File: config.mk
export PLATFORM = sky130hd
export DESIGN_NAME = osd_blank_irq
export DESIGN_NICKNAME = d
export VERILOG_FILES = /design/src/rtl/osd_irq_pkg.sv /design/src/rtl/osd_blank_edge.sv /design/src/rtl/osd_mode_reg.sv /design/src/rtl/osd_busy_flag.sv /design/src/rtl/osd_blank_irq.sv
export SDC_FILE = /design/constraint.sdc
export NUM_CORES = 1
export LEC_CHECK = 0
export BUFFER_PORTS_ARGS = -buffer_cell sky130_fd_sc_hd__buf_2
export CAP_MARGIN = 20
export CELL_PAD_IN_SITES_DETAIL_PLACEMENT = 0
export CELL_PAD_IN_SITES_GLOBAL_PLACEMENT = 1
export CORE_AREA = 2 2 39 41
export DETAILED_ROUTE_END_ITERATION = 6
export DIE_AREA = 0 0 41 43
export PLACE_DENSITY = 0.8
export REMOVE_ABC_BUFFERS = 1
export SETUP_SLACK_MARGIN = 0.05
export SLEW_MARGIN = 20
export SYNTH_ARGS = -nofsm -noshare
export SYNTH_HDL_FRONTEND = slang
export SYNTH_HIERARCHICAL = 1
export SYNTH_SLANG_ARGS = --single-unit
File: constraint.sdc
create_clock -name clk -period 2.5 [get_ports clk]
set_input_delay 0.5 -clock clk [delete_from_list [all_inputs] [get_ports clk]]
set_output_delay 0.5 -clock clk [all_outputs]
set_load 0.02 [all_outputs]
File: src/rtl/osd_irq_pkg.sv
package osd_irq_pkg;
    typedef enum logic {
        MODE_LINE  = 1'b0,
        MODE_FIELD = 1'b1
    } irq_mode_e;

    localparam int unsigned NUM_BLANK = 2;
    localparam int unsigned IDX_H     = 0;
    localparam int unsigned IDX_V     = 1;
endpackage

File: src/rtl/osd_blank_edge.sv
module osd_blank_edge #(
    parameter int unsigned WIDTH = 2
) (
    input  logic             clk,
    input  logic             rst_n,
    input  logic [WIDTH-1:0] lvl,
    output logic [WIDTH-1:0] rise
);
    typedef struct packed {
        logic [WIDTH-1:0] prev;
    } state_t;

    state_t st_d, st_q;

    always_comb begin
        st_d.prev = lvl;
    end

    // Reset to "in blanking" so a level already high after reset is no entry.
    always_ff @(posedge clk or negedge rst_n) begin
        if (!rst_n) st_q <= '{prev: '1};
        else        st_q <= st_d;
    end

    generate
        for (genvar i = 0; i < WIDTH; i++) begin : g_bit
            assign rise[i] = lvl[i] & ~st_q.prev[i];

            AST_EDGE_ONCE: assert property (@(posedge clk) disable iff (!rst_n)
                rise[i] |=> !rise[i]);
        end
    endgenerate
endmodule

File: src/rtl/osd_mode_reg.sv
module osd_mode_reg
    import osd_irq_pkg::*;
#(
    parameter int unsigned      ADDR_W   = 16,
    parameter int unsigned      DATA_W   = 8,
    parameter logic [ADDR_W-1:0] CFG_ADDR = 16'h87FF,
    parameter int unsigned      MODE_BIT = 0
) (
    input  logic              clk,
    input  logic              rst_n,
    input  logic              we,
    input  logic [ADDR_W-1:0] addr,
    input  logic [DATA_W-1:0] wdata,
    output irq_mode_e         mode
);
    typedef struct packed {
        irq_mode_e mode;
    } state_t;

    state_t st_d, st_q;
    logic   hit;
    logic   unused_wdata;

    assign hit          = we && (addr == CFG_ADDR);
    assign unused_wdata = ^wdata;

    always_comb begin
        st_d = st_q;
        if (hit) st_d.mode = irq_mode_e'(wdata[MODE_BIT]);
    end

    always_ff @(posedge clk or negedge rst_n) begin
        if (!rst_n) st_q <= '{mode: MODE_LINE};
        else        st_q <= st_d;
    end

    assign mode = st_q.mode;

    AST_MODE_KEPT: assert property (@(posedge clk) disable iff (!rst_n)
        !hit |=> $stable(mode));
endmodule

File: src/rtl/osd_busy_flag.sv
module osd_busy_flag (
    input  logic clk,
    input  logic rst_n,
    input  logic set,
    input  logic clr,
    output logic flag
);
    typedef struct packed {
        logic flag;
    } state_t;

    state_t st_d, st_q;

    always_comb begin
        st_d.flag = set | (st_q.flag & ~clr);
    end

    always_ff @(posedge clk or negedge rst_n) begin
        if (!rst_n) st_q <= '{flag: 1'b0};
        else        st_q <= st_d;
    end

    assign flag = st_q.flag;

    AST_SET_WINS: assert property (@(posedge clk) disable iff (!rst_n)
        set |=> flag);
    AST_CLR_DROPS: assert property (@(posedge clk) disable iff (!rst_n)
        (clr && !set) |=> !flag);
    AST_FLAG_HOLD: assert property (@(posedge clk) disable iff (!rst_n)
        (flag && !clr) |=> flag);
    AST_NO_SPURIOUS: assert property (@(posedge clk) disable iff (!rst_n)
        (!flag && !set) |=> !flag);
endmodule

File: src/rtl/osd_blank_irq.sv
module osd_blank_irq
    import osd_irq_pkg::*;
#(
    parameter int unsigned       ADDR_W   = 16,
    parameter int unsigned       DATA_W   = 8,
    parameter logic [ADDR_W-1:0] CFG_ADDR = 16'h87FF,
    parameter int unsigned       MODE_BIT = 0
) (
    input  logic              clk,
    input  logic              rst_n,
    input  logic              hblank,
    input  logic              vblank,
    input  logic              line_active,
    input  logic              cfg_we,
    input  logic [ADDR_W-1:0] cfg_addr,
    input  logic [DATA_W-1:0] cfg_wdata,
    input  logic              flag_clr,
    output logic              irq_flag
);
    logic [NUM_BLANK-1:0] lvl;
    logic [NUM_BLANK-1:0] rise;
    irq_mode_e            mode;
    logic                 set_line;
    logic                 set_field;
    logic                 set_flag;

    assign lvl[IDX_H] = hblank;
    assign lvl[IDX_V] = vblank;

    osd_blank_edge #(.WIDTH(NUM_BLANK)) u_edge (
        .clk  (clk),
        .rst_n(rst_n),
        .lvl  (lvl),
        .rise (rise)
    );

    osd_mode_reg #(
        .ADDR_W  (ADDR_W),
        .DATA_W  (DATA_W),
        .CFG_ADDR(CFG_ADDR),
        .MODE_BIT(MODE_BIT)
    ) u_mode (
        .clk  (clk),
        .rst_n(rst_n),
        .we   (cfg_we),
        .addr (cfg_addr),
        .wdata(cfg_wdata),
        .mode (mode)
    );

    // Line mode: horizontal entry only on active lines outside vertical blanking.
    assign set_line  = (mode == MODE_LINE) && rise[IDX_H] && line_active && !vblank;
    assign set_field = (mode == MODE_FIELD) && rise[IDX_V];
    assign set_flag  = set_line | set_field;

    osd_busy_flag u_flag (
        .clk  (clk),
        .rst_n(rst_n),
        .set  (set_flag),
        .clr  (flag_clr),
        .flag (irq_flag)
    );

    AST_LINE_VBLANK_QUIET: assert property (@(posedge clk) disable iff (!rst_n)
        ((mode == MODE_LINE) && vblank && !irq_flag) |=> !irq_flag);
    AST_FIELD_NEEDS_V: assert property (@(posedge clk) disable iff (!rst_n)
        ((mode == MODE_FIELD) && !vblank && !irq_flag) |=> !irq_flag);
endmodule

==> results of run 1 <==
synth_stat cells, drive strengths merged:
cell type / n / share of area
nor4: 1 / 0.057
dfrtp: 2 / 0.23
nand4: 2 / 0.057
nor2b: 2 / 0.13
o21ai: 1 / 0.040
nand4b: 1 / 0.040
nand2: 2 / 0.034
dfstp: 2 / 0.24
mux2: 1 / 0.051
nand3b: 1 / 0.034
or4b: 1 / 0.045
a21o: 1 / 0.034
inv: 1 / 0.017
worst max path at each step:
| stage | endpoint | slack [ns] | depth (start not counted) |
|---|---|---|---|
| after CTS | u_mode/mode$_DFFE_PN0P_ | 0.90 | 5 |
| after detailed placement | u_mode/mode$_DFFE_PN0P_ | 0.64 | 5 |
| after global placement | u_mode/mode$_DFFE_PN0P_ | 0.64 | 5 |
| final | u_mode/mode$_DFFE_PN0P_ | 0.91 | 5 |
| after floorplan | u_mode/mode$_DFFE_PN0P_ | 0.79 | 4 |
| after global routing | u_mode/mode$_DFFE_PN0P_ | 0.86 | 5 |
where the power goes:
group	internal [mW]	switching (mW)
logic	0.0179	0.00956
registers	0.0690	0.00163
clock network	0.0599	0.0269
total	0.147	0.0381
area by class of cell:
cell class / instances / share of cell area
clock buffer: 4 / 0.06796
inverter: 1 / 0.009709
multi-input combinational: 13 / 0.2945
sequential: 4 / 0.2654
tap: 16 / 0.05178
timing repair buffer: 24 / 0.3107
metrics by stage:
| step | power (mW) | hold slack (ns) |
|---|---|---|
| 6_report | 0.1849 | 0.05934 |
| 5_1_grt | 0.2009 | 0.05151 |
| 4_1_cts | 0.1904 | 0.05465 |
| 3_5_place_dp | 0.09948 | 0.3113 |
| 3_3_place_gp | 0.09863 | 0.3083 |
| 2_1_floorplan | 0.07912 | 0.2044 |
logic make-up (layout without fill, tap and decap cells):
logic type / Yosys count / in the layout / share of synthesized area
AO/OA/AOI/OAI: 2 / 2 / 0.07388
flip-flops: 4 / 4 / 0.4659
AND/OR/NAND/NOR: 10 / 10 / 0.3921
buffers and inverters: 1 / 29 / 0.01703
multiplexers: 1 / 1 / 0.05113
metal layers:
layer,global-route usage,wire (um),vias up
met3,0.03141,90,0
met4,0.08000,0,0
met2,0.1031,252,23
met1,0.06149,184,106
met5,0,0,-
li1,-,-,122
sequential cells by signal, indices dropped and copies added (netlist names):
name / count
u_edge/st_q: 2
u_flag/flag: 1
u_mode/mode: 1
==> reports/metrics.csv, run 1 <==
stage,metric,value,unit
outcome,status,finished clean,
clock_network,CTS Sinks,4,
run,Max-cap violations,0,
detailed_routing,Final ANT Viol Nets,0,
clock_network,Worst-Skew Late Latency,0.24,ns
worst_setup_path,Crit path required time,2.62,ns
timing,worst-margin pin slew,0.1829,ns
detailed_routing,First-pass DRT Iterations,2,
timing,Max Clk Rate,628.9,MHz
detailed_routing,final wirelength,528,um
layout,ANT cells,0,
power,peak supply drop,118.5,uV
global_route,vias in the first global route,222,
clock_network,Resized cells post-CTS,0,
worst_setup_path,CP endpoint kind,flip-flop,
global_route,initial antenna violation count,0,
power,cell area power density,478.2,nW/um^2
placement,Final Wtd Congestion,0.6951,
timing,Max Slew Vio Count,0,
die,Die Span X,41,um
detailed_routing,DR DRC count,0,
placement,pre-CTS setup slack,0.6424,ns
worst_setup_path,worst r2r dst,u_flag/flag$_DFF_PN0_,
layout,Filler Cell Count,154,
layout,most frequent cells in the layout,"buf_2 (24), clkbuf_4 (3)",
yosys,area of the mapped netlist,220.2,sq um
worst_setup_path,Worst Setup Start Kind,input port,
worst_setup_path,WP buf/inv,1,
layout,Final #Nets,78,
die,Rows,14,
worst_setup_path,"CP delay by family, top",simple AND/OR/NAND/NOR gates,
layout,final core occ,0.2794,
worst_setup_path,largest fanout on the critical path,1,
worst_setup_path,"slowest stage delay, CP",0.53,ns
yosys,sequential area share after synthesis,0.4659,
clock_network,H-Tree Depth,1,
power,P_leak,0.2077,nW
worst_setup_path,FF-to-FF Start,u_edge/st_q[0]$_DFF_PN1_,
clock_network,Max Buffers Root-to-Sink,2,
clock_network,CTS buffer count,3,
placement,Placed Area,360.3,sq um
yosys,syn avg cell area,12.23,sq um
layout,Syn-to-layout area delta,75.57,%
detailed_routing,initial DRC count,1,
worst_setup_path,Crit. Startpoint,cfg_addr[13],
worst_setup_path,WS Path Type,input port to flip-flop,
global_route,largest net degree at the start of global routing,5,
timing,Final Hold Fails,0,
die,Starting Density,0.1591,
layout,Layout Cells excl Fill,62,
die,I/O pin cnt,32,
worst_setup_path,Register-to-Register Path Depth,4,
detailed_routing,Routed WL per cell,8.516,um
worst_setup_path,ordered list of cells on the worst path,"buf_2, or4b_1, nor4_2, nand4_1, mux2_1",
global_route,first-pass GRT wire length,752,um
worst_setup_path,"Arr. time, crit path",1.71,ns
detailed_routing,DR vias/cell,4.048,
detailed_routing,total number of vias,251,
timing,final clock skew,0.007684,ns
hold_path,Hold Crit Class,input port to asynchronous set/reset pin,
timing,worst setup margin,0.9099,ns
layout,register area,102.6,sq um
clock_network,CTS Hold Buffers Added,0,
worst_setup_path,Reg2Reg Setup Slack,1.54,ns
timing,RSZ-0062 raised after global routing,false,
die,Die Height,43,um
die,die area,1763,sq um
timing,setup violators final,0,
yosys,synth unique cells,13,
layout,layout cells sized above 1,0.7174,
yosys,post-synthesis register bit count,4,
placement,placed insts,58,
global_route,GR Util All Layers,0.07042,
placement,PortBufs,24,
global_route,GR Overflow Total,0,
layout,cell area after layout,386.6,sq um
clock_network,clk root buf,clkbuf_4,
layout,"most common cell after layout, fill and taps aside",buf_2,
clock_network,clock slew at reported path FFs,0.04,ns
timing,Rel. slew slack,0.8771,
layout,footprint of the multi-input gates,113.9,sq um
die,core box area,1384,sq um
yosys,Yosys warnings,6,
clock_network,postcts setup bufs,0,
worst_setup_path,slowest CP cell,or4b_1,
timing,min cycle time layout,1.590,ns
timing,setup TNS,0,ns
timing,Final period util,0.6360,
clock_network,CTS tree,done,
yosys,synthesized netlist cell count,18,
Note: power is estimated with default switching activity, not from simulation.
==> inputs of run 2 (changes only) <==
CORE_AREA = not set   (was 2 2 39 41)
CORE_UTILIZATION = 15   (was not set)
DIE_AREA = not set   (was 0 0 41 43)
PLACE_DENSITY = 0.77   (was 0.8)
clock period = 1.33 ns   (was 2.5 ns; I/O delays follow)
==> run 2 against run 1 <==
The flow now finishes with violations (setup timing); sequential share of layout area down 1.4 points; clock skew fell by 0.0027 ns; clock power is 89% higher; via count grew 4.4%; worst hold slack improved by 0.089 ns; design area is 5.5% higher; global-route usage grew 1.3 points.
==> reports/metrics.csv, run 2 (synthesis results as in run 1) <==
stage,metric,value,unit,change
outcome,status,"complete, but fails checks",,
outcome,failing checks,setup timing,,
power,P_leak,0.2239,nW,+7.8%
die,I/O pin cnt,32,,unchanged
clock_network,clk root buf,clkbuf_4,,
clock_network,CTS Sinks,4,,unchanged
power,clock share of power,0.464,,-0.006
worst_setup_path,FF-to-FF Start,u_edge/st_q[0]$_DFF_PN1_,,
layout,"most common cell after layout, fill and taps aside",buf_2,,
layout,most frequent cells in the layout,"buf_2 (24), clkbuf_4 (3)",,
clock_network,Worst-Skew Late Latency,0.23,ns,about the same
hold_path,hold depth,1,,
worst_setup_path,CP endpoint kind,flip-flop,,
layout,Final #Nets,79,,+1.3%
timing,final clock skew,0.004959,ns,-0.002724 ns
timing,worst setup margin,-0.02190,ns,-0.9319 ns
layout,Largest register FFs,2,,unchanged
worst_setup_path,WS Path Type,input port to flip-flop,,
detailed_routing,final wirelength,567,um,+7.4%
power,Total Power,0.3536,mW,+91%
layout,ANT cells,0,,unchanged
clock_network,CTS buffer count,3,,unchanged
die,Starting Density,0.1651,,+0.005971
worst_setup_path,"Arr. time, crit path",1.47,ns,-0.24 ns
die,die area,1625,sq um,-7.8%
run,Max-cap violations,0,,unchanged
timing,Final period util,1.016,,
die,Rows,13,,-1
placement,Final Wtd Congestion,0.6453,,-7.2%
detailed_routing,DR vias/cell,4.226,,+4.4%
placement,PortBufs,24,,unchanged
power,NetSw,0.07483,mW,+96%
die,core box area,1334,sq um,-3.6%
layout,footprint of the multi-input gates,126.4,sq um,+11%
layout,final core occ,0.3058,,+0.02643
worst_setup_path,largest fanout on the critical path,1,,unchanged
hold_path,Hold Path End,u_edge/st_q[0]$_DFF_PN1_,,
clock_network,CTS tree,done,,
layout,Filler Cell Count,158,,+2.6%
timing,setup TNS,-0.02190,ns,-0.02190 ns
timing,Final Hold Fails,0,,unchanged
clock_network,H-Tree Depth,1,,unchanged
timing,Max Slew Vio Count,0,,unchanged
worst_setup_path,Crit. Startpoint,cfg_addr[13],,
timing,min cycle time layout,1.352,ns,
timing,Rel. slew slack,0.8808,,+0.003680
detailed_routing,DR DRC count,0,,unchanged
power,Gate power share,0.161,,+0.013
global_route,first-pass GRT wire length,876,um,+16%
worst_setup_path,worst r2r dst,u_flag/flag$_DFF_PN0_,,
detailed_routing,Routed WL per cell,9.145,um,+7.4%
detailed_routing,First-pass DRT Iterations,2,,unchanged
die,Die Span X,40.32,um,-1.7%
clock_network,Max Buffers Root-to-Sink,2,,unchanged
power,cell internal pwr,0.2787,mW,+90%
layout,Syn-to-layout area delta,85.23,%,
detailed_routing,total number of vias,262,,+4.4%
layout,Layout Cells excl Fill,62,,unchanged
worst_setup_path,Crit path required time,1.45,ns,-1.17 ns
power,peak supply drop,185.0,uV,+56%
timing,RSZ-0062 raised after global routing,true,,
global_route,largest net degree at the start of global routing,5,,unchanged
worst_setup_path,Register-to-Register Path Depth,4,,unchanged
power,cell area power density,866.8,nW/um^2,+81%
detailed_routing,initial DRC count,1,,unchanged
hold_path,Hold Crit Class,input port to flip-flop,,
die,Die Height,40.32,um,-6.2%
detailed_routing,Final ANT Viol Nets,0,,unchanged
global_route,GR Overflow Total,0,,unchanged
global_route,GR Util All Layers,0.08381,,+0.01339
timing,worst-margin pin slew,0.1775,ns,-0.005331 ns
layout,largest reg by FF count,u_edge/st_q,,
hold_path,hold path start,hblank,,
global_route,initial antenna violation count,0,,unchanged
worst_setup_path,Reg2Reg Setup Slack,0.37,ns,-1.17 ns
power,Switching Share,0.2116,,+0.005465
placement,placed insts,57,,-1.7%
clock_network,clock slew at reported path FFs,0.04,ns,about the same
global_route,vias in the first global route,253,,+14%
timing,setup violators final,1,,+1
layout,layout cells sized above 1,0.7234,,+0.006013
layout,register area,102.6,sq um,unchanged
worst_setup_path,Worst Setup Start Kind,input port,,
power,Seq pwr share,0.375,,-0.007
timing,Max Clk Rate,739.7,MHz,
-- run 2: cell types whose count changed in the layout (fill, tap and decap cells not counted) --
cell / previous run / this run
nor4_2: 1 / 0
or4b_4: 0 / 1
nor4_4: 0 / 1
dlygate4sd3_1: 0 / 1
or4b_1: 1 / 0
-- run 2: metrics by stage --
stage / hold slack, ns / instance area [sq um] / setup slack [ns]
6_report: 0.1484 / 407.9 / -0.02190
5_1_grt: 0.1486 / 407.9 / -0.03457
3_5_place_dp: 0.07458 / 359.1 / -0.2798
3_3_place_gp: 0.07509 / 359.1 / -0.2831
4_1_cts: 0.1404 / 399.1 / -0.01172
2_1_floorplan: -0.02959 / 220.2 / -0.1411
-- run 2: repair_timing --
item / CTS / global route
pin swaps: 1 / 0
hold buffers: 1 / 0
resized for setup: 1 / 1
endpoints found under the hold margin: 2 / 0
endpoints found under the setup margin: 1 / 1
buffers inserted: 0 / 0
-- run 2: how the worst max path moves through the flow --
stage / to / cells past startpoint
finish: u_mode/mode$_DFFE_PN0P_ / 5
CTS: u_mode/mode$_DFFE_PN0P_ / 5
floorplan: u_mode/mode$_DFFE_PN0P_ / 4
global route: u_mode/mode$_DFFE_PN0P_ / 5
global placement: u_mode/mode$_DFFE_PN0P_ / 5
detailed placement: u_mode/mode$_DFFE_PN0P_ / 5
-- run 2: power groups by stage --
stage / clock network (mW) / logic, mW / registers (mW)
final: 0.164 / 0.0570 / 0.133
after global routing: 0.176 / 0.0631 / 0.133
after CTS: 0.174 / 0.0568 / 0.133
after detailed placement: 0 / 0.0531 / 0.134
after global placement: 0 / 0.0520 / 0.134
after floorplan: 0 / 0.0124 / 0.136
-- run 2: cell type report --
type                    count  area share
clock buffers               4     0.06442
inverters                   1    0.009202
multi-input cells          13      0.3098
flip-flops and latches      4      0.2515
well taps                  15     0.04601
repair buffers             25      0.3190
-- run 2: per-layer routing --
metal  GRT usage  vias to the layer above  share of wire
li1            -                      125              -
met1     0.09030                      114           0.41
met2      0.1331                       23           0.47
met3     0.02222                        0           0.12
met4     0.07500                        0              0
met5           0                        -              0
-- run 2: worst max-delay path: stages --
cell	delay, ns
buf_2	0.09
or4b_4	0.54
nor4_4	0.13
nand4_1	0.12
mux2_1	0.32
==> inputs of run 3 (changes only) <==
CORE_UTILIZATION = 13   (was 15)
PLACE_DENSITY = 0.78   (was 0.77)
SYNTH_HIERARCHICAL = not set   (was 1)
==> run 3 against run 2 <==
The run now ends clean; routed wire length is 4.8% lower; worst hold slack better by 0.0086 ns; first-iteration DRC count stayed put; flip-flop and latch count stayed put; sequential power hardly changed; setup slack better by 0.30 ns; die area is 1.6% lower; total power is 7.8% lower; final cell count is 1.6% lower; critical endpoint is now u_mode.mode$_DFFE_PN0P_; largest power group unchanged.
==> reports/metrics.csv, run 3 <==
stage,metric,value,unit,change
clock_network,Worst-Skew Late Latency,0.23,ns,about the same
timing,setup TNS,0,ns,+0.02190 ns
die,Starting Density,0.1425,,-0.02265
layout,ANT cells,0,,unchanged
yosys,post-synthesis register bit count,4,,unchanged
outcome,status,finished clean,,
layout,layout cells sized above 1,0.6522,,-0.07123
die,Die Span X,40.00,um,-0.79%
timing,Rel. slew slack,0.8435,,-0.03722
power,cell internal pwr,0.2607,mW,-6.5%
global_route,largest net degree at the start of global routing,5,,unchanged
placement,Post-DP HPWL,493.9,um,
timing,Final period util,0.7879,,-0.2286
timing,worst-margin pin slew,0.2325,ns,+0.05502 ns
timing,worst hold slack,0.1569,ns,+0.008580 ns
clock_network,Resized cells post-CTS,0,,-1
power,Gate power share,0.147,,-0.014
timing,RSZ-0062 raised after global routing,false,,
clock_network,CTS Sinks,4,,unchanged
layout,"most common cell after layout, fill and taps aside",buf_2,,
worst_setup_path,CP endpoint kind,flip-flop,,
yosys,Yosys warnings,0,,-6
global_route,vias in the first global route,275,,+8.7%
timing,final clock skew,0.002864,ns,-0.002096 ns
yosys,synthesized netlist cell count,18,,unchanged
die,I/O pin cnt,32,,unchanged
yosys,post-synth top area cell,dfstp_2,,
die,die area,1600,sq um,-1.6%
die,Die Height,40.00,um,-0.79%
layout,Final #Nets,79,,unchanged
placement,PortBufs,24,,unchanged
yosys,Post-synth ARST share,1.000,,unchanged
worst_setup_path,Worst Setup Start Kind,input port,,
detailed_routing,DR vias/cell,4.148,,-1.9%
power,Switching Share,0.2002,,-0.01142
timing,setup violators final,0,,-1
run,Max-cap violations,0,,unchanged
placement,Final Wtd Congestion,0.6763,,+4.8%
clock_network,clock slew at reported path FFs,0.03,ns,about the same
global_route,GR Overflow Total,0,,unchanged
clock_network,Max Buffers Root-to-Sink,2,,unchanged
clock_network,CTS Hold Buffers Added,1,,unchanged
layout,Largest register FFs,2,,unchanged
yosys,area of the mapped netlist,187.7,sq um,-15%
clock_network,clk root buf,clkbuf_4,,
power,clock share of power,0.450,,-0.014
worst_setup_path,"Arr. time, crit path",1.16,ns,-0.31 ns
yosys,most common flop cell mapped by yosys,dfstp_2,,
power,Seq pwr share,0.403,,+0.028
power,peak supply drop,214.1,uV,+16%
die,Rows,13,,unchanged
yosys,top post-synthesis cells by count,"dfrtp_1 (2), dfstp_2 (2), nand2_1 (2), nand4_1 (2), nor2_1 (2)",,
detailed_routing,Final ANT Viol Nets,0,,unchanged
global_route,first-pass GRT wire length,814,um,-7.1%
layout,Syn-to-layout area delta,91.33,%,
power,P_leak,0.1866,nW,-17%
yosys,post-synth top area share,0.2800,,+0.04136
clock_network,CTS tree,done,,
power,NetSw,0.06527,mW,-13%
yosys,syn avg cell area,10.43,sq um,-15%
timing,Max Clk Rate,954.3,MHz,+29%
clock_network,CTS buffer count,3,,unchanged
timing,Max Slew Vio Count,0,,unchanged
yosys,top post-synthesis cells by area,"dfstp_2 (28%), dfrtp_1 (27%), mux2_4 (8.0%)",,
power,cell area power density,907.8,nW/um^2,+4.7%
detailed_routing,final wirelength,540,um,-4.8%
detailed_routing,initial DRC count,1,,unchanged
yosys,synth unique cells,13,,unchanged
detailed_routing,First-pass DRT Iterations,2,,unchanged
layout,largest reg by FF count,u_edge.st_q,,
detailed_routing,Routed WL per cell,8.852,um,-3.2%
yosys,sequential area share after synthesis,0.5467,,+0.08076
worst_setup_path,largest fanout on the critical path,1,,unchanged
power,Total Power,0.3260,mW,-7.8%
timing,min cycle time layout,1.048,ns,-0.3040 ns
placement,Placed Area,326.6,sq um,-9.1%
layout,cell area after layout,359.1,sq um,-12%
clock_network,postcts setup bufs,0,,unchanged
layout,most frequent cells in the layout,"buf_2 (24), clkbuf_4 (3)",,
yosys,Post-synth EDFFs,0,,unchanged
worst_setup_path,Crit path required time,1.44,ns,about the same
clock_network,H-Tree Depth,1,,unchanged
timing,Final Hold Fails,0,,unchanged
detailed_routing,DR DRC count,0,,unchanged
worst_setup_path,WS Path Type,input port to flip-flop,,
global_route,initial antenna violation count,0,,unchanged
hold_path,Hold Crit Class,input port to flip-flop,,
die,core box area,1318,sq um,-1.2%
global_route,GR Util All Layers,0.08362,,-0.0001880
detailed_routing,total number of vias,253,,-3.4%
==> run 3: kinds of logic after synthesis <==
group	share of synthesized area
compound gates	0.06000
buf+inv	0.01998
flops	0.5467
simple gates	0.2933
mux	0.07998
==> run 3: critical path: stages <==
cell,delay [ns]
buf_2,0.09
nand4bb_1,0.18
nor4_1,0.19
nand3_1,0.13
mux2_4,0.31
==> run 3: path summary, 6_finish.rpt <==
kind	cells after the start	endpoint	start	slack, ns
max	5	u_mode.mode$_DFFE_PN0P_	cfg_addr[13]	0.28
min reg2reg	1	u_mode.mode$_DFFE_PN0P_	u_mode.mode$_DFFE_PN0P_	0.56
min	1	u_edge.st_q[0]$_DFF_PN1_	hblank	0.16
min in group asynchronous	2	u_flag.flag$_DFF_PN0_	rst_n	0.36
max reg2reg	3	u_flag.flag$_DFF_PN0_	u_edge.st_q[0]$_DFF_PN1_	0.35
max in group asynchronous	2	u_edge.st_q[0]$_DFF_PN1_	rst_n	0.76
==> run 3: cell type report <==
cell class / count / area, sq um
Inverter: 1 / 3.754
Fill cell: 148 / 958.4
Clock buffer: 3 / 22.52
Tap cell: 15 / 18.77
Multi-Input combinational cell: 13 / 81.33
Sequential cell: 4 / 102.6
Timing Repair Buffer: 25 / 130.1
==> run 3: routing by layer <==
layer,vias up,part of all wire,GRT usage
met4,0,0,0.07759
met2,21,0.56,0.1573
met5,-,0,0
met3,0,0.12,0.03333
met1,109,0.31,0.06143
li1,123,-,-
==> run 3: per-stage QoR <==
step / setup slack [ns] / utilization / cells
4_1_cts: 0.2819 / 0.2726 / 61
3_3_place_gp: 0.04548 / 0.2479 / 57
5_1_grt: 0.1864 / 0.2726 / 61
3_5_place_dp: 0.03767 / 0.2479 / 57
6_report: 0.2821 / 0.2726 / 61
2_1_floorplan: 0.2061 / - / 18
==> run 3: power by group through the flow <==
stage / Sequential, mW / Combinational, mW / Clock (mW)
after floorplan: 0.135 / 0.00627 / 0
after global placement: 0.132 / 0.0454 / 0
after detailed placement: 0.133 / 0.0468 / 0
after CTS: 0.131 / 0.0492 / 0.157
after global routing: 0.132 / 0.0535 / 0.155
final: 0.131 / 0.0480 / 0.147
